`config.mk`:
```
export PLATFORM = sky130hd
export DESIGN_NAME = phase_tune_seq
export DESIGN_NICKNAME = d
export VERILOG_FILES = /design/src/rtl/phase_tune_pkg.sv /design/src/rtl/phase_tune_step_ctr.sv /design/src/rtl/phase_tune_mask.sv /design/src/rtl/phase_tune_seq.sv
export SDC_FILE = /design/constraint.sdc
export NUM_CORES = 1
export LEC_CHECK = 0
export ABC_CLOCK_PERIOD_IN_PS = 5700
export CORE_UTILIZATION = 50
export DETAILED_ROUTE_END_ITERATION = 7
export GPL_TIMING_DRIVEN = 0
export PLACE_DENSITY = 0.87
export SYNTH_ARGS = -nofsm -noshare
export SYNTH_HDL_FRONTEND = slang
export SYNTH_HIERARCHICAL = 1
export SYNTH_SLANG_ARGS = --single-unit
```
`constraint.sdc`:
```
create_clock -name clk -period 5.7 [get_ports clk]
set_input_delay 0.855 -clock clk [delete_from_list [all_inputs] [get_ports clk]]
set_output_delay 0.855 -clock clk [all_outputs]
set_load 0.02 [all_outputs]
```
`src/rtl/phase_tune_pkg.sv`:
```
package phase_tune_pkg;
    typedef enum logic [2:0] {
        ST_IDLE,
        ST_TMO,
        ST_SET,
        ST_TUNE,
        ST_FIND,
        ST_APPLY
    } tune_state_t;
endpackage

```
`src/rtl/phase_tune_step_ctr.sv`:
```
module phase_tune_step_ctr #(
    parameter int STEPS  = 40,
    localparam int CNT_W = $clog2(STEPS)
) (
    input  logic             clk,
    input  logic             rst_n,
    input  logic             clr,
    input  logic             inc,
    output logic [CNT_W-1:0] step,
    output logic             last
);
    always_ff @(posedge clk or negedge rst_n) begin
        if (!rst_n)   step <= '0;
        else if (clr) step <= '0;
        else if (inc) step <= step + 1'b1;
    end

    assign last = (step == CNT_W'(STEPS - 1));
endmodule

```
`src/rtl/phase_tune_mask.sv`:
```
module phase_tune_mask #(
    parameter int PHASES = 32,
    localparam int PH_W  = $clog2(PHASES)
) (
    input  logic              clk,
    input  logic              rst_n,
    input  logic              clr,
    input  logic              wr_en,
    input  logic [PH_W-1:0]   wr_idx,
    input  logic              wr_val,
    output logic [PHASES-1:0] mask
);
    for (genvar b = 0; b < PHASES; b++) begin : g_bit
        always_ff @(posedge clk or negedge rst_n) begin
            if (!rst_n)
                mask[b] <= 1'b0;
            else if (clr)
                mask[b] <= 1'b0;
            else if (wr_en && wr_idx == PH_W'(b))
                mask[b] <= wr_val;
        end
    end
endmodule

```
`src/rtl/phase_tune_seq.sv`:
```
module phase_tune_seq
    import phase_tune_pkg::*;
#(
    parameter int PHASES = 32,
    parameter int STEPS  = 40,
    parameter int TMO_W  = 32,
    parameter int MODE_W = 4,
    localparam int PH_W  = $clog2(PHASES),
    localparam int CNT_W = $clog2(STEPS)
) (
    input  logic              clk,
    input  logic              rst_n,
    input  logic              start_i,
    input  logic [MODE_W-1:0] bus_mode_i,
    output logic              busy_o,
    output logic              done_o,
    output logic              err_o,
    output logic [PHASES-1:0] mask_o,
    output logic              tmo_wr_o,
    output logic [TMO_W-1:0]  tmo_data_o,
    output logic              tim_req_o,
    output logic              tim_final_o,
    output logic [PH_W-1:0]   tim_phase_o,
    output logic [MODE_W-1:0] tim_mode_o,
    input  logic              tim_ack_i,
    output logic              cmd_req_o,
    input  logic              cmd_ack_i,
    input  logic              cmd_pass_i,
    output logic              fnd_req_o,
    input  logic              fnd_ack_i,
    input  logic              fnd_allfail_i,
    input  logic [PH_W-1:0]   fnd_phase_i
);
    tune_state_t       state_q, state_d;
    logic [CNT_W-1:0]  step;
    logic              step_last;
    logic [PH_W-1:0]   trial_phase;
    logic [PH_W-1:0]   best_q;
    logic              begin_sweep;
    logic              trial_done;

    assign begin_sweep = (state_q == ST_IDLE) && start_i;
    assign trial_done  = (state_q == ST_TUNE) && cmd_ack_i;
    assign trial_phase = PH_W'(step % CNT_W'(PHASES));

    phase_tune_step_ctr #(.STEPS(STEPS)) u_ctr (
        .clk  (clk),
        .rst_n(rst_n),
        .clr  (begin_sweep),
        .inc  (trial_done && !step_last),
        .step (step),
        .last (step_last)
    );

    phase_tune_mask #(.PHASES(PHASES)) u_mask (
        .clk   (clk),
        .rst_n (rst_n),
        .clr   (begin_sweep),
        .wr_en (trial_done),
        .wr_idx(trial_phase),
        .wr_val(cmd_pass_i),
        .mask  (mask_o)
    );

    always_comb begin
        state_d = state_q;
        unique case (state_q)
            ST_IDLE:  if (start_i)   state_d = ST_TMO;
            ST_TMO:                  state_d = ST_SET;
            ST_SET:   if (tim_ack_i) state_d = ST_TUNE;
            ST_TUNE:  if (cmd_ack_i) state_d = step_last ? ST_FIND : ST_TMO;
            ST_FIND:  if (fnd_ack_i) state_d = fnd_allfail_i ? ST_IDLE : ST_APPLY;
            ST_APPLY: if (tim_ack_i) state_d = ST_IDLE;
            default:                 state_d = ST_IDLE;
        endcase
    end

    always_ff @(posedge clk or negedge rst_n) begin
        if (!rst_n) begin
            state_q <= ST_IDLE;
            best_q  <= '0;
            err_o   <= 1'b0;
            done_o  <= 1'b0;
        end else begin
            state_q <= state_d;
            done_o  <= 1'b0;
            if (begin_sweep)
                err_o <= 1'b0;
            if (state_q == ST_FIND && fnd_ack_i) begin
                best_q <= fnd_phase_i;
                if (fnd_allfail_i) begin
                    err_o  <= 1'b1;
                    done_o <= 1'b1;
                end
            end
            if (state_q == ST_APPLY && tim_ack_i)
                done_o <= 1'b1;
        end
    end

    always_comb begin
        busy_o      = (state_q != ST_IDLE);
        tmo_wr_o    = (state_q == ST_TMO);
        tmo_data_o  = '1;
        tim_req_o   = (state_q == ST_SET) || (state_q == ST_APPLY);
        tim_final_o = (state_q == ST_APPLY);
        tim_phase_o = (state_q == ST_APPLY) ? best_q : trial_phase;
        tim_mode_o  = bus_mode_i;
        cmd_req_o   = (state_q == ST_TUNE);
        fnd_req_o   = (state_q == ST_FIND);
    end
endmodule

```
==> results of run 1 <==
## worst paths after layout
path / start / endpoint / slack, ns / cells after the start
setup reg to reg: state_q[1] / u_mask/mask[11] / 3.33 / 6
setup / recovery: state_q[1] / tim_phase_o[1] / 2.67 / 5
hold / removal: rst_n / best_q[2] / 0.47 / 1
hold reg to reg: best_q[0] / best_q[0] / 0.53 / 1
max in group asynchronous: rst_n / u_mask/mask[29] / 4.72 / 2
min in group clk: best_q[0] / best_q[0] / 0.53 / 1
## metal layers
layer | global-route usage, % | up-vias
met4 | 6.48 | 0
met3 | 3.65 | 6
met1 | 24.3 | 1021
met5 | 0 | -
li1 | - | 1056
met2 | 34.6 | 82
## flip-flops by register name, indices dropped and copies added, names as in the netlist
name         count
u_mask/mask     32
u_ctr/step       6
best_q           5
state_q          3
done_o           1
err_o            1
## worst reg2reg max path: stages, from the launching register on
cell and delay, ns:
sky130_fd_sc_hd__dfrtp_1 0.45, sky130_fd_sc_hd__buf_6 0.17, sky130_fd_sc_hd__or3_4 0.37, sky130_fd_sc_hd__nor2_2 0.42
sky130_fd_sc_hd__nand2b_1 0.27, sky130_fd_sc_hd__clkbuf_1 0.39, sky130_fd_sc_hd__mux2i_1 0.15
## cell type report
| cell class | instances | area [um^2] | area share [%] |
|---|---|---|---|
| buffer | 51 | 368 | 9.61 |
| clock buffer | 6 | 72.6 | 1.90 |
| sequential | 48 | 1200 | 31.4 |
| tap | 72 | 90.1 | 2.35 |
| clock inverter | 2 | 35.0 | 0.915 |
| timing repair buffer | 62 | 626 | 16.3 |
| multi-input combinational | 204 | 1420 | 37.0 |
| inverter | 5 | 18.8 | 0.490 |
## synth_stat cells
cell type and instances:
sky130_fd_sc_hd__conb_1 1, sky130_fd_sc_hd__nand4_1 2, sky130_fd_sc_hd__buf_6 4, sky130_fd_sc_hd__nand3_1 2, sky130_fd_sc_hd__a2bb2oi_1 1, sky130_fd_sc_hd__clkbuf_1 4
sky130_fd_sc_hd__nand4b_1 1, sky130_fd_sc_hd__nor3b_1 1, sky130_fd_sc_hd__and4bb_1 4, sky130_fd_sc_hd__nor4_4 1, sky130_fd_sc_hd__and4_2 1, sky130_fd_sc_hd__buf_2 6
sky130_fd_sc_hd__and2_2 1, sky130_fd_sc_hd__nand2_1 36, sky130_fd_sc_hd__or3_4 1, sky130_fd_sc_hd__mux2_4 6, sky130_fd_sc_hd__nor3b_2 1, sky130_fd_sc_hd__inv_2 1
sky130_fd_sc_hd__xor2_1 3, sky130_fd_sc_hd__nor4b_2 1, sky130_fd_sc_hd__nand2b_1 35, sky130_fd_sc_hd__dfrtp_1 48, sky130_fd_sc_hd__nor2_1 8, sky130_fd_sc_hd__mux2_2 5
sky130_fd_sc_hd__buf_4 37, sky130_fd_sc_hd__nor4b_4 1, sky130_fd_sc_hd__a211o_1 1, sky130_fd_sc_hd__o21bai_1 1, sky130_fd_sc_hd__a22oi_1 1, sky130_fd_sc_hd__and4b_1 3
sky130_fd_sc_hd__a31oi_1 1, sky130_fd_sc_hd__inv_1 4, sky130_fd_sc_hd__and3b_4 1, sky130_fd_sc_hd__nor2b_1 4, sky130_fd_sc_hd__nor2_2 1, sky130_fd_sc_hd__o21ai_0 4
sky130_fd_sc_hd__or3_1 1, sky130_fd_sc_hd__a211oi_2 1, sky130_fd_sc_hd__and2_1 1, sky130_fd_sc_hd__nor3_1 2, sky130_fd_sc_hd__mux2i_1 35, sky130_fd_sc_hd__a21oi_1 2
sky130_fd_sc_hd__ha_1 1, sky130_fd_sc_hd__xnor2_1 1
## cells in the final DEF (no fill, tap or decap), types with 2 or more instances in the layout
cell type | Yosys | routed
sky130_fd_sc_hd__and4bb_1 | 4 | 4
sky130_fd_sc_hd__dfrtp_1 | 48 | 48
sky130_fd_sc_hd__mux2i_1 | 35 | 35
sky130_fd_sc_hd__nor2b_1 | 4 | 4
sky130_fd_sc_hd__nand2_1 | 36 | 36
sky130_fd_sc_hd__conb_1 | 1 | 32
sky130_fd_sc_hd__clkbuf_1 | 4 | 5
sky130_fd_sc_hd__o21ai_0 | 4 | 4
sky130_fd_sc_hd__a21oi_1 | 2 | 2
sky130_fd_sc_hd__mux2_2 | 5 | 5
sky130_fd_sc_hd__buf_2 | 6 | 7
sky130_fd_sc_hd__inv_1 | 4 | 4
sky130_fd_sc_hd__nand2b_1 | 35 | 35
sky130_fd_sc_hd__buf_6 | 4 | 4
sky130_fd_sc_hd__buf_4 | 37 | 37
sky130_fd_sc_hd__nor3_1 | 2 | 2
sky130_fd_sc_hd__mux2_4 | 6 | 6
sky130_fd_sc_hd__and4b_1 | 3 | 3
sky130_fd_sc_hd__clkdlybuf4s50_1 | 0 | 60
sky130_fd_sc_hd__nor2_1 | 8 | 8
sky130_fd_sc_hd__clkbuf_8 | 0 | 5
sky130_fd_sc_hd__nand3_1 | 2 | 2
sky130_fd_sc_hd__xor2_1 | 3 | 3
sky130_fd_sc_hd__nand4_1 | 2 | 2
## kinds of logic after synthesis
logic type,Yosys count
multiplexers,46
AND/OR/NAND/NOR,109
other,1
adder cells (fa/ha/maj),1
XOR/XNOR,4
buffers and inverters,56
AO/OA/AOI/OAI,12
flip-flops,48
## power breakdown
part,internal [mW],switching (mW),leakage [nW]
sequential,0.393,0.0495,0.652
clock,0.130,0.112,0.0552
combinational,0.283,0.288,1.20
total,0.807,0.450,1.90
==> metrics.log, run 1 <==
[metrics] Crit. End Element: primary output
[metrics] Synth Instances: approximately 280
[metrics] max-slew headroom at the worst pin: 55.9%
[metrics] post-place setup slack: approximately 2.8 ns
[metrics] sequential-to-total area share from yosys stat: 41.6%
[metrics] maximum fanout encountered on the critical timing path: 6
[metrics] count of endpoints failing hold in the final timing report: 0
[metrics] initial detailed-routing violation count: approximately 110
[metrics] number of clock buffers inserted by TritonCTS: 5
[metrics] Syn Std Cell Area: ~2900 um^2
[metrics] Yosys reg bits: 48
[metrics] setup repair after global routing missed its margin: false
[metrics] Power Dens Cells: around 330 nW/um^2
[metrics] overall power after layout: roughly 1.3 mW
[metrics] Root Buffer Master: sky130_fd_sc_hd__clkbuf_8
[metrics] post-synthesis share of cell area spent on xor and xnor gates: under 10%
[metrics] die width: 78.0 um
[metrics] final net count: around 400
[metrics] IO buf count: approximately 60
[metrics] effective utilization at floorplan: 52.1%
[metrics] setup violators final: 0
[metrics] Synthesis Warnings: 6
[metrics] top metal layer carrying routed signals: met4
[metrics] final setup skew: around 0.0089 ns
[metrics] Post-Synth Adder-Cell Area: less than 1%
[metrics] final HPWL from detailed placement: 4230 um
[metrics] IR Drop Worst-Case VDD: between 0.0002 and 0.0003 V
[metrics] post-route design area: approximately 3800 um^2
[metrics] simple-gate portion of the synthesized area: a little under a quarter
[metrics] DP Cell Count: between 400 and 500
[metrics] startpoint kind of the worst setup timing path: flop
[metrics] CTS resizes: 0
[metrics] dominant cells by area after synthesis: sky130_fd_sc_hd__dfrtp_1, sky130_fd_sc_hd__mux2i_1, sky130_fd_sc_hd__buf_4, sky130_fd_sc_hd__nand2b_1, sky130_fd_sc_hd__nand2_1
[metrics] final critical path time including I/O delays and setup: between 3 and 4 ns
[metrics] vias in the first global route: 1970
[metrics] Hold Slack: between 0.4 and 0.5 ns
[metrics] max capacitance violation total: 0
[metrics] pin count of the biggest net entering global routing: 33
[metrics] per-instance average area after synthesis: 10.4 um^2
[metrics] Slew @ Worst Pin: around 0.66 ns
[metrics] later-pin clock latency in the skew report: 0.30 ns
[metrics] area of the die: 6080 um^2
[metrics] Setup Buffers After CTS: 0
[metrics] cell area reported after detailed placement: approximately 3700 um^2
[metrics] Hold Crit Class: in -> async
[metrics] final routed DRC violation total: 0
[metrics] site row count: 27
[metrics] count of final max-slew check failures: 0
[metrics] vias per inst: about 4.8
[metrics] total overflow reported by the global router: 0
[metrics] FILL cells: 457
[metrics] DR WL met2: between 2000 and 3000 um
[metrics] antenna violations before repair: 0
[metrics] post-synthesis to final-layout area growth: 32.5%
[metrics] per-cell routed wire length: around 13 um
[metrics] number of buffers inserted by hold repair at cts: 0
[metrics] CP Buf/Inv Count: 2
[metrics] kind of critical path: reg -> out
[metrics] clock tree buffer depth: 2
[metrics] Final period util: about 53%
[metrics] GRT Resource Usage Total: roughly 20%
[metrics] n_diodes: 0
[metrics] main combinational cell family by area after synthesis: simple AND/OR/NAND/NOR gates
[metrics] non-filler instance count after layout: 450
[metrics] multiplexer share of the synthesized area: roughly 17%
[metrics] arrival time at the worst endpoint: between 2 and 2.5 ns
[metrics] utilization of the core after routing: around 69%
[metrics] Worst EP required: 4.85 ns
[metrics] minimum setup slack in the final design: 2.67 ns
[metrics] largest incremental delay on the critical path: 0.54 ns
[metrics] number of sinks driven by the clock tree: 48
[metrics] Synth Area in Compound Gates: roughly 2.8%
[metrics] first-pass GRT wire length: a little over 9000 um
[metrics] routed wire length on met3: approximately 320 um
[metrics] clock input transition at the sequential cells of the worst setup and hold paths: approximately 0.090 ns
[metrics] TritonCTS clock tree: yes
[metrics] routed wire length: a little under 6000 um
[metrics] gp weighted congestion: 0.866
[metrics] outcome: finished clean
[metrics] Pre-antenna DRT Iters: 5
[metrics] top cell family by delay on the critical path: buffers and inverters
[metrics] proportion of layout cells with a drive suffix above 1: between 20 and 25%
[metrics] placeable core area: about 5500 um^2
[metrics] Netlist cell types: 44
[metrics] vias: approximately 2200
[metrics] antenna violation net count after detailed routing: 0
[metrics] Vert. Die Dim: between 70 and 80 um
[metrics] H-tree level count: 2
[metrics] Post-Route M1 WL: about 2500 um
[metrics] share of Yosys cell area claimed by the top area cell type: approximately 42%
[metrics] CP Cell Sequence: nor2b_1 -> nand2_1 -> inv_2 -> mux2_2 -> clkdlybuf4s50_1
[metrics] cell type contributing the most total cell area after synthesis: sky130_fd_sc_hd__dfrtp_1
[metrics] Max stage delay cell, worst path: sky130_fd_sc_hd__clkdlybuf4s50_1
[metrics] timing-limited maximum frequency: approximately 330 MHz
[metrics] Sum Neg Setup Slack: 0 ns
[metrics] I/O pin count: between 90 and 100
[metrics] standby leakage power: between 1.5 and 2 nW
Power figures use the tool's default switching activity.
==> inputs of run 2 (changes only) <==
ABC_CLOCK_PERIOD_IN_PS = 2760   (was 5700)
CORE_UTILIZATION = 42   (was 50)
PLACE_DENSITY = 0.78   (was 0.87)
clock period = 2.76 ns   (was 5.7 ns; I/O delays follow)
==> run 2 against run 1 <==
  * The flow now finishes with violations (design-rule violations)
  * Hold slack worse by 0.42 ns
  * First-iteration DRC count is 24% higher
  * Global-route usage is 2.3 points lower
  * Final area is 0.20% lower
  * Register-to-register slack worse by 2.9 ns
  * Critical path depth stayed put
  * Via count is 1.8% lower
  * Clock power is 84% higher
  * Critical endpoint is now tim_phase_o[4]
  * Largest cell class unchanged
==> metrics.log, run 2 (synthesis gave the netlist of run 1 again) <==
[metrics] outcome: complete, but fails checks (was finished clean)
[metrics] failing checks: design-rule violations
[metrics] antenna violations before repair: 0 (unchanged)
[metrics] Crit. End Element: primary output (unchanged)
[metrics] I/O pin count: 98 (unchanged)
[metrics] IR Drop Worst-Case VDD: 0.000485 V (was 0.000257 V)
[metrics] Worst EP required: 2.35 ns (was 4.85 ns)
[metrics] FF-to-FF setup slack: 0.47 ns (was 3.33 ns)
[metrics] effective utilization at floorplan: 44.5% (was 52.1%)
[metrics] final routed DRC violation total: 4 (was 0)
[metrics] switch share: 37.0% (was 35.8%)
[metrics] IO buf count: 61 (unchanged)
[metrics] CTS resizes: 0 (unchanged)
[metrics] Power Dens Cells: 666 nW/um^2 (was 328 nW/um^2)
[metrics] Max stage delay cell, worst path: sky130_fd_sc_hd__clkdlybuf4s50_1 (unchanged)
[metrics] post-place setup slack: 0.360 ns (was 2.83 ns)
[metrics] GRT Resource Usage Total: 17.4% (was 19.7%)
[metrics] final setup skew: 0.00412 ns (was 0.00892 ns)
[metrics] vias: 2127 (was 2165)
[metrics] Pint: 1.60 mW (was 807 uW)
[metrics] Final period util: 93.0%
[metrics] Hold Crit Class: in -> async (unchanged)
[metrics] count of final max-slew check failures: 0 (unchanged)
[metrics] leading cell type in the layout, fill and taps excluded: sky130_fd_sc_hd__clkdlybuf4s50_1 (unchanged)
[metrics] site row count: 29 (was 27)
[metrics] Vert. Die Dim: 84.9 um (was 78.0 um)
[metrics] non-filler instance count after layout: 455 (was 450)
[metrics] n_diodes: 0 (unchanged)
[metrics] count of endpoints failing hold in the final timing report: 0 (unchanged)
[metrics] pin count of the biggest net entering global routing: 30 (was 33)
[metrics] antenna violation net count after detailed routing: 0 (unchanged)
[metrics] proportion of layout cells with a drive suffix above 1: 20.6% (unchanged)
[metrics] vias per inst: 4.67 (was 4.81)
[metrics] max-slew headroom at the worst pin: 55.4% (was 55.9%)
[metrics] relative contribution of sequential cells to total power: 35.9% (was 35.2%)
[metrics] clock input transition at the sequential cells of the worst setup and hold paths: 0.09 ns (about the same)
[metrics] die width: 84.9 um (was 78.0 um)
[metrics] first element of the critical path: state_q[1] (unchanged)
[metrics] gp weighted congestion: 0.868 (was 0.866)
[metrics] Top reg by flops: u_mask/mask (unchanged)
[metrics] standby leakage power: 1.89 nW (was 1.90 nW)
[metrics] destination of the critical timing path: tim_phase_o[4] (was tim_phase_o[1])
[metrics] part of the total power dissipated in combinational logic: 46.5% (was 45.4%)
[metrics] initial detailed-routing violation count: 138 (was 111)
[metrics] leading registers by flop count: u_mask/mask x32, u_ctr/step x6, best_q x5 (unchanged)
[metrics] maximum fanout encountered on the critical timing path: 6 (unchanged)
[metrics] final HPWL from detailed placement: 4240 um (was 4230 um)
[metrics] max capacitance violation total: 0 (unchanged)
[metrics] startpoint kind of the worst setup timing path: flop (unchanged)
[metrics] arrival time at the worst endpoint: 2.15 ns (was 2.17 ns)
[metrics] launching point of the worst reg2reg path: state_q[1] (unchanged)
[metrics] total overflow reported by the global router: 0 (unchanged)
[metrics] number of flip-flops under the largest register name: 32 (unchanged)
[metrics] Pre-antenna DRT Iters: 8 (was 5)
[metrics] minimum setup slack in the final design: 0.193 ns (was 2.67 ns)
[metrics] switching pwr: 942 uW (was 450 uW)
[metrics] number of clock buffers inserted by TritonCTS: 5 (unchanged)
[metrics] vias in the first global route: 2034 (was 1970)
[metrics] largest incremental delay on the critical path: 0.54 ns (about the same)
[metrics] kind of critical path: reg -> out (unchanged)
[metrics] Clk pwr share: 17.6% (was 19.3%)
[metrics] commonest cells after routing, fill and taps aside: sky130_fd_sc_hd__clkdlybuf4s50_1, sky130_fd_sc_hd__dfrtp_1, sky130_fd_sc_hd__buf_4 (unchanged)
[metrics] routed wire length: 5930 um (was 5820 um)
[metrics] timing-limited maximum frequency: roughly 390 MHz
[metrics] DP Cell Count: 447 (was 442)
[metrics] post-synthesis to final-layout area growth: 32.3% (was 32.5%)
[metrics] later-pin clock latency in the skew report: 0.31 ns (was 0.30 ns)
[metrics] area of the die: 7210 um^2 (was 6080 um^2)
[metrics] per-cell routed wire length: 13.0 um (was 12.9 um)
[metrics] setup repair after global routing missed its margin: false (unchanged)
[metrics] terminus of the critical flop-to-flop path: u_mask/mask[13] (was u_mask/mask[11])
[metrics] Root Buffer Master: sky130_fd_sc_hd__clkbuf_8 (unchanged)
[metrics] number of buffers inserted by hold repair at cts: 0 (unchanged)
[metrics] placeable core area: 6490 um^2 (was 5540 um^2)
[metrics] number of sinks driven by the clock tree: 48 (unchanged)
[metrics] setup violators final: 0 (unchanged)
[metrics] final critical path time including I/O delays and setup: around 2.6 ns
[metrics] utilization of the core after routing: 58.8% (was 69.1%)
[metrics] Setup Buffers After CTS: 0 (unchanged)
[metrics] Slew @ Worst Pin: 0.667 ns (was 0.659 ns)
[metrics] CP Cell Sequence: nor2b_1 -> nand2_1 -> inv_2 -> mux2_2 -> clkdlybuf4s50_1 (unchanged)
[metrics] first-pass GRT wire length: 9940 um (was 9270 um)
[metrics] final net count: 395 (unchanged)
[metrics] TritonCTS clock tree: yes (unchanged)
[metrics] H-tree level count: 2 (unchanged)
[metrics] clock tree buffer depth: 2 (unchanged)
[metrics] worst r2r path cells: 6 (unchanged)
run 2: cell types whose count changed in the layout (fill, tap and decap cells not counted):
cell                         previous run  this run
sky130_fd_sc_hd__bufinv_16              1         0
sky130_fd_sc_hd__clkbuf_8               5         6
sky130_fd_sc_hd__clkinv_2               1         0
sky130_fd_sc_hd__clkinvlp_4             0         1
run 2: area by class of cell:
type                       instances  area (um^2)
inverter                           5         18.8
sequential                        48         1200
clock inverter                     1         7.51
fill                             575         2680
buffer                            51          368
multi-input combinational        204         1420
tap                               77         96.3
clock buffer                       7         86.3
timing repair buffer              62          626
run 2: how the worst min path moves through the flow:
stage	slack, ns	cells after the start	endpoint
floorplan	0.12	0	best_q[0]
global placement	0.49	1	best_q[3]
detailed placement	0.40	1	state_q[1]
CTS	0.06	1	u_ctr/step[0]
global route	0.07	1	u_ctr/step[0]
finish	0.05	1	best_q[1]
run 2: stage by stage:
| step | power [mW] | area [um^2] | setup TNS [ns] | hold WS (ns) |
|---|---|---|---|---|
| 4_1_cts | 2.56 | 3820 | 0 | 0.0642 |
| 3_5_place_dp | 2.11 | 3730 | 0 | 0.404 |
| 6_report | 2.54 | 3820 | 0 | 0.0534 |
| 5_1_grt | 2.68 | 3820 | 0 | 0.0727 |
| 3_3_place_gp | 2.08 | 3710 | -3.51 | 0.493 |
| 2_1_floorplan | 1.72 | 3000 | 0 | 0.118 |
run 2: worst max-delay path, delay by kind of cell, from the launching register on:
family	cells	cell delay, ns
buffers and inverters	2	0.69
multiplexers	1	0.35
AND/OR/NAND/NOR	2	0.37
flip-flops	1	0.44
run 2: routing by layer:
layer / vias to the layer above / global-route usage [%] / share of wire (%)
li1: 1053 / - / -
met1: 991 / 22.4 / 45
met2: 72 / 28.8 / 47
met3: 11 / 3.99 / 5.9
met4: 0 / 6.32 / 1.7
met5: - / 0 / 0
run 2: power groups by stage:
| stage | clock, mW | combinational (mW) | sequential, mW |
|---|---|---|---|
| after floorplan | 0 | 0.781 | 0.943 |
| after global placement | 0 | 1.16 | 0.921 |
| after detailed placement | 0 | 1.18 | 0.927 |
| after CTS | 0.462 | 1.18 | 0.914 |
| after global routing | 0.489 | 1.26 | 0.932 |
| final | 0.447 | 1.18 | 0.914 |
==> inputs of run 3 (changes only) <==
CORE_UTILIZATION = 41   (was 42)
PLACE_DENSITY = 0.77   (was 0.78)
SYNTH_HIERARCHICAL = not set   (was 1)
==> run 3 against run 2 <==
  * The flow now finishes without violations
  * Sequential cell count did not move
  * Core utilization fell by 1.1 points
  * Setup slack got worse by 0.044 ns
  * First-iteration DRC count fell by 25%
  * Count of clock-buffer cells in the layout fell by 1
  * Power rose by 7.9%
  * Non-clock buffer count rose by 6
  * Clock skew rose by 0.0056 ns
  * Die area rose by 0.29%
  * Global-route usage rose by 0.79 points
  * Critical path type unchanged
  * Combinational power rose by 17%
  * Fmax fell by 1.7%
==> metrics.log, run 3 <==
[metrics] Synthesis Warnings: 0 (was 6)
[metrics] relative contribution of sequential cells to total power: 33.7% (was 35.9%)
[metrics] setup violators final: 0 (unchanged)
[metrics] count of endpoints failing hold in the final timing report: 0 (unchanged)
[metrics] later-pin clock latency in the skew report: 0.31 ns (about the same)
[metrics] H-tree level count: 2 (unchanged)
[metrics] Pint: 1.62 mW (was 1.60 mW)
[metrics] IR Drop Worst-Case VDD: 0.000399 V (was 0.000485 V)
[metrics] number of enable-type register cells in the synthesized netlist: 0 (unchanged)
[metrics] vias: 2406 (was 2127)
[metrics] timing-limited maximum frequency: 383 MHz (was 390 MHz)
[metrics] utilization of the core after routing: 57.8% (was 58.8%)
[metrics] post-place setup slack: 0.340 ns (was 0.360 ns)
[metrics] post-synthesis to final-layout area growth: 32.7% (was 32.3%)
[metrics] Hold Slack: 0.0207 ns (was 0.0534 ns)
[metrics] main combinational cell family by area after synthesis: simple AND/OR/NAND/NOR gates (unchanged)
[metrics] initial detailed-routing violation count: 104 (was 138)
[metrics] die width: 85.0 um (was 84.9 um)
[metrics] IO buf count: 60 (was 61)
[metrics] number of clock buffers inserted by TritonCTS: 5 (unchanged)
[metrics] I/O pin count: 98 (unchanged)
[metrics] total overflow reported by the global router: 0 (unchanged)
[metrics] simple-gate portion of the synthesized area: 20.3% (was 23.2%)
[metrics] Synth Instances: 301 (was 277)
[metrics] pin count of the biggest net entering global routing: 33 (was 30)
[metrics] vias per inst: 5.04 (was 4.67)
[metrics] routed wire length: 6410 um (was 5930 um)
[metrics] GRT Resource Usage Total: 18.2% (was 17.4%)
[metrics] Netlist cell types: 43 (was 44)
[metrics] n_diodes: 0 (unchanged)
[metrics] standby leakage power: 1.72 nW (was 1.89 nW)
[metrics] leading cell type in the layout, fill and taps excluded: sky130_fd_sc_hd__clkdlybuf4s50_1 (unchanged)
[metrics] clock input transition at the sequential cells of the worst setup and hold paths: 0.09 ns (about the same)
[metrics] overall power after layout: 2.74 mW (was 2.54 mW)
[metrics] max capacitance violation total: 0 (unchanged)
[metrics] number of buffers inserted by hold repair at cts: 0 (unchanged)
[metrics] Clk pwr share: 16.0% (was 17.6%)
[metrics] Sum Neg Setup Slack: 0 ns (unchanged)
[metrics] Synth Area in Compound Gates: 11.7% (was 2.82%)
[metrics] Power Dens Cells: 731 nW/um^2 (was 666 nW/um^2)
[metrics] Syn Std Cell Area: 2830 um^2 (was 2890 um^2)
[metrics] switching pwr: 1.12 mW (was 942 uW)
[metrics] worst r2r path cells: 5 (was 6)
[metrics] final HPWL from detailed placement: 4850 um (was 4240 um)
[metrics] Hold Crit Class: in -> async (unchanged)
[metrics] first-pass GRT wire length: 10400 um (was 9940 um)
[metrics] Vert. Die Dim: 85.0 um (was 84.9 um)
[metrics] part of the total power dissipated in combinational logic: 50.3% (was 46.5%)
[metrics] Post-Synth Adder-Cell Area: 2.65% (was 0.433%)
[metrics] arrival time at the worst endpoint: 2.20 ns (was 2.15 ns)
[metrics] placeable core area: 6490 um^2 (unchanged)
[metrics] effective utilization at floorplan: 43.5% (was 44.5%)
[metrics] top_reg_cell synth: sky130_fd_sc_hd__dfrtp_1 (unchanged)
[metrics] synth cell count leaders: sky130_fd_sc_hd__dfrtp_1, sky130_fd_sc_hd__buf_4, sky130_fd_sc_hd__nand2_1 (unchanged)
[metrics] leading cell type by number of instances after synthesis: sky130_fd_sc_hd__dfrtp_1 (unchanged)
[metrics] post-synthesis share of cell area spent on xor and xnor gates: 0.310% (was 1.21%)
[metrics] Top reg by flops: u_mask.mask (was u_mask/mask)
[metrics] startpoint kind of the worst setup timing path: flop (unchanged)
[metrics] multiplexer share of the synthesized area: 8.05% (was 17.2%)
[metrics] final net count: 423 (was 395)
[metrics] final critical path time including I/O delays and setup: 2.61 ns (was 2.57 ns)
[metrics] antenna violation net count after detailed routing: 0 (unchanged)
[metrics] maximum fanout encountered on the critical timing path: 10 (was 6)
[metrics] site row count: 29 (unchanged)
[metrics] number of flip-flops under the largest register name: 32 (unchanged)
[metrics] antenna violations before repair: 0 (unchanged)
[metrics] Slew @ Worst Pin: 0.919 ns (was 0.667 ns)
[metrics] commonest cells after routing, fill and taps aside: sky130_fd_sc_hd__clkdlybuf4s50_1, sky130_fd_sc_hd__dfrtp_1, sky130_fd_sc_hd__buf_4, sky130_fd_sc_hd__nand2_1, sky130_fd_sc_hd__conb_1 (was sky130_fd_sc_hd__clkdlybuf4s50_1, sky130_fd_sc_hd__dfrtp_1, sky130_fd_sc_hd__buf_4)
[metrics] max-slew headroom at the worst pin: 37.9% (was 55.4%)
[metrics] Pre-antenna DRT Iters: 4 (was 8)
[metrics] clock tree buffer depth: 2 (unchanged)
[metrics] vias in the first global route: 2175 (was 2034)
[metrics] kind of critical path: reg -> out (unchanged)
[metrics] Setup Buffers After CTS: 0 (unchanged)
[metrics] sequential-to-total area share from yosys stat: 42.5% (was 41.6%)
[metrics] setup repair after global routing missed its margin: false (unchanged)
[metrics] non-filler instance count after layout: 477 (was 455)
[metrics] final routed DRC violation total: 0 (was 4)
[metrics] per-cell routed wire length: 13.4 um (was 13.0 um)
[metrics] minimum setup slack in the final design: 0.149 ns (was 0.193 ns)
[metrics] Worst EP required: 2.35 ns (about the same)
[metrics] dominant cells by area after synthesis: sky130_fd_sc_hd__dfrtp_1, sky130_fd_sc_hd__buf_4, sky130_fd_sc_hd__mux2i_1, sky130_fd_sc_hd__nand2_1, sky130_fd_sc_hd__ha_1 (was sky130_fd_sc_hd__dfrtp_1, sky130_fd_sc_hd__mux2i_1, sky130_fd_sc_hd__buf_4, sky130_fd_sc_hd__nand2b_1, sky130_fd_sc_hd__nand2_1)
[metrics] Yosys reg bits: 48 (unchanged)
[metrics] per-instance average area after synthesis: 9.39 um^2 (was 10.4 um^2)
[metrics] final setup skew: 0.00970 ns (was 0.00412 ns)
[metrics] cell type contributing the most total cell area after synthesis: sky130_fd_sc_hd__dfrtp_1 (unchanged)
[metrics] share of Yosys cell area claimed by the top area cell type: 42.5% (was 41.6%)
[metrics] Root Buffer Master: sky130_fd_sc_hd__clkbuf_8 (unchanged)
[metrics] outcome: finished clean (was complete, but fails checks)
[metrics] proportion of layout cells with a drive suffix above 1: 18.3% (was 20.6%)
[metrics] gp weighted congestion: 0.844 (was 0.868)
[metrics] cell area reported after detailed placement: 3660 um^2 (was 3730 um^2)
[metrics] TritonCTS clock tree: yes (unchanged)
[metrics] Crit. End Element: primary output (unchanged)
[metrics] post-route design area: 3750 um^2 (was 3820 um^2)
[metrics] leading registers by flop count: u_mask.mask x32, u_ctr.step x6, best_q x5 (was u_mask/mask x32, u_ctr/step x6, best_q x5)
[metrics] async set or reset register ratio after synthesis: 100% (unchanged)
[metrics] DP Cell Count: 470 (was 447)
[metrics] Final period util: 94.6% (was 93.0%)
[metrics] count of final max-slew check failures: 0 (unchanged)
[metrics] number of sinks driven by the clock tree: 48 (unchanged)
[metrics] area of the die: 7230 um^2 (was 7210 um^2)
[metrics] switch share: 40.8% (was 37.0%)
## run 3: cell types whose count changed in the layout (fill, tap and decap cells not counted), sizes merged, moves of 8 or more
cell and change:
nor2 +10, nand3 +9, a21oi +11, nand2b -32
mux2i -19, nor3 +8
## run 3: cell families (layout without fill, tap and decap cells)
group,after synthesis,count (layout)
AOI/OAI and AO/OA,50,50
xor gates and xnor gates,1,1
adders and majority gates,6,6
buffers and inverters,65,133
DFF,48,48
muxes,22,22
other,1,32
and+or+nand+nor,108,108
## run 3: layout make-up
class	count	area, um^2
timing repair buffer	61	614
clock inverter	1	8.76
multi-input combinational	219	1340
fill	568	2740
tap	77	96.3
clock buffer	6	82.6
buffer	58	382
inverter	7	26.3
sequential	48	1200
## run 3: path summary, 6_finish.rpt
check / start / endpoint / slack, ns
max: state_q[2] / tim_req_o / 0.15
min: rst_n / u_mask.mask[10] / 0.02
max reg2reg: u_ctr.step[4] / u_mask.mask[4] / 0.93
min reg2reg: err_o / err_o / 0.51
max in group asynchronous: rst_n / u_mask.mask[9] / 2.24
min in group clk: cmd_pass_i / u_mask.mask[11] / 0.47
## run 3: worst max-delay path: stages, from the launching register on
cell                              delay [ns]
sky130_fd_sc_hd__dfrtp_1                0.34
sky130_fd_sc_hd__buf_2                  0.20
sky130_fd_sc_hd__buf_2                  0.23
sky130_fd_sc_hd__nand2_1                0.08
sky130_fd_sc_hd__nor2_2                 0.14
sky130_fd_sc_hd__clkbuf_4               0.21
sky130_fd_sc_hd__a21o_1                 0.10
sky130_fd_sc_hd__clkdlybuf4s50_1        0.59
## run 3: timing repair
item | CTS | global route
endpoints found under the hold margin | 0 | 0
resized for setup | 3 | 3
endpoints found under the setup margin | 3 | 4
## run 3: routing by layer
metal  share of wire, %  vias up  track usage [%]
met5                  0        -                0
li1                   -     1182                -
met1                 44     1124             24.3
met3                6.6        7             3.60
met2                 49       93             30.3
met4                1.3        0             4.93
## run 3: power by group through the flow
stage	combinational [mW]	sequential [mW]	clock, mW
floorplan	0.853	0.992	0
global placement	1.36	0.934	0
detailed placement	1.39	0.939	0
CTS	1.38	0.925	0.452
global route	1.49	0.944	0.473
finish	1.38	0.924	0.440
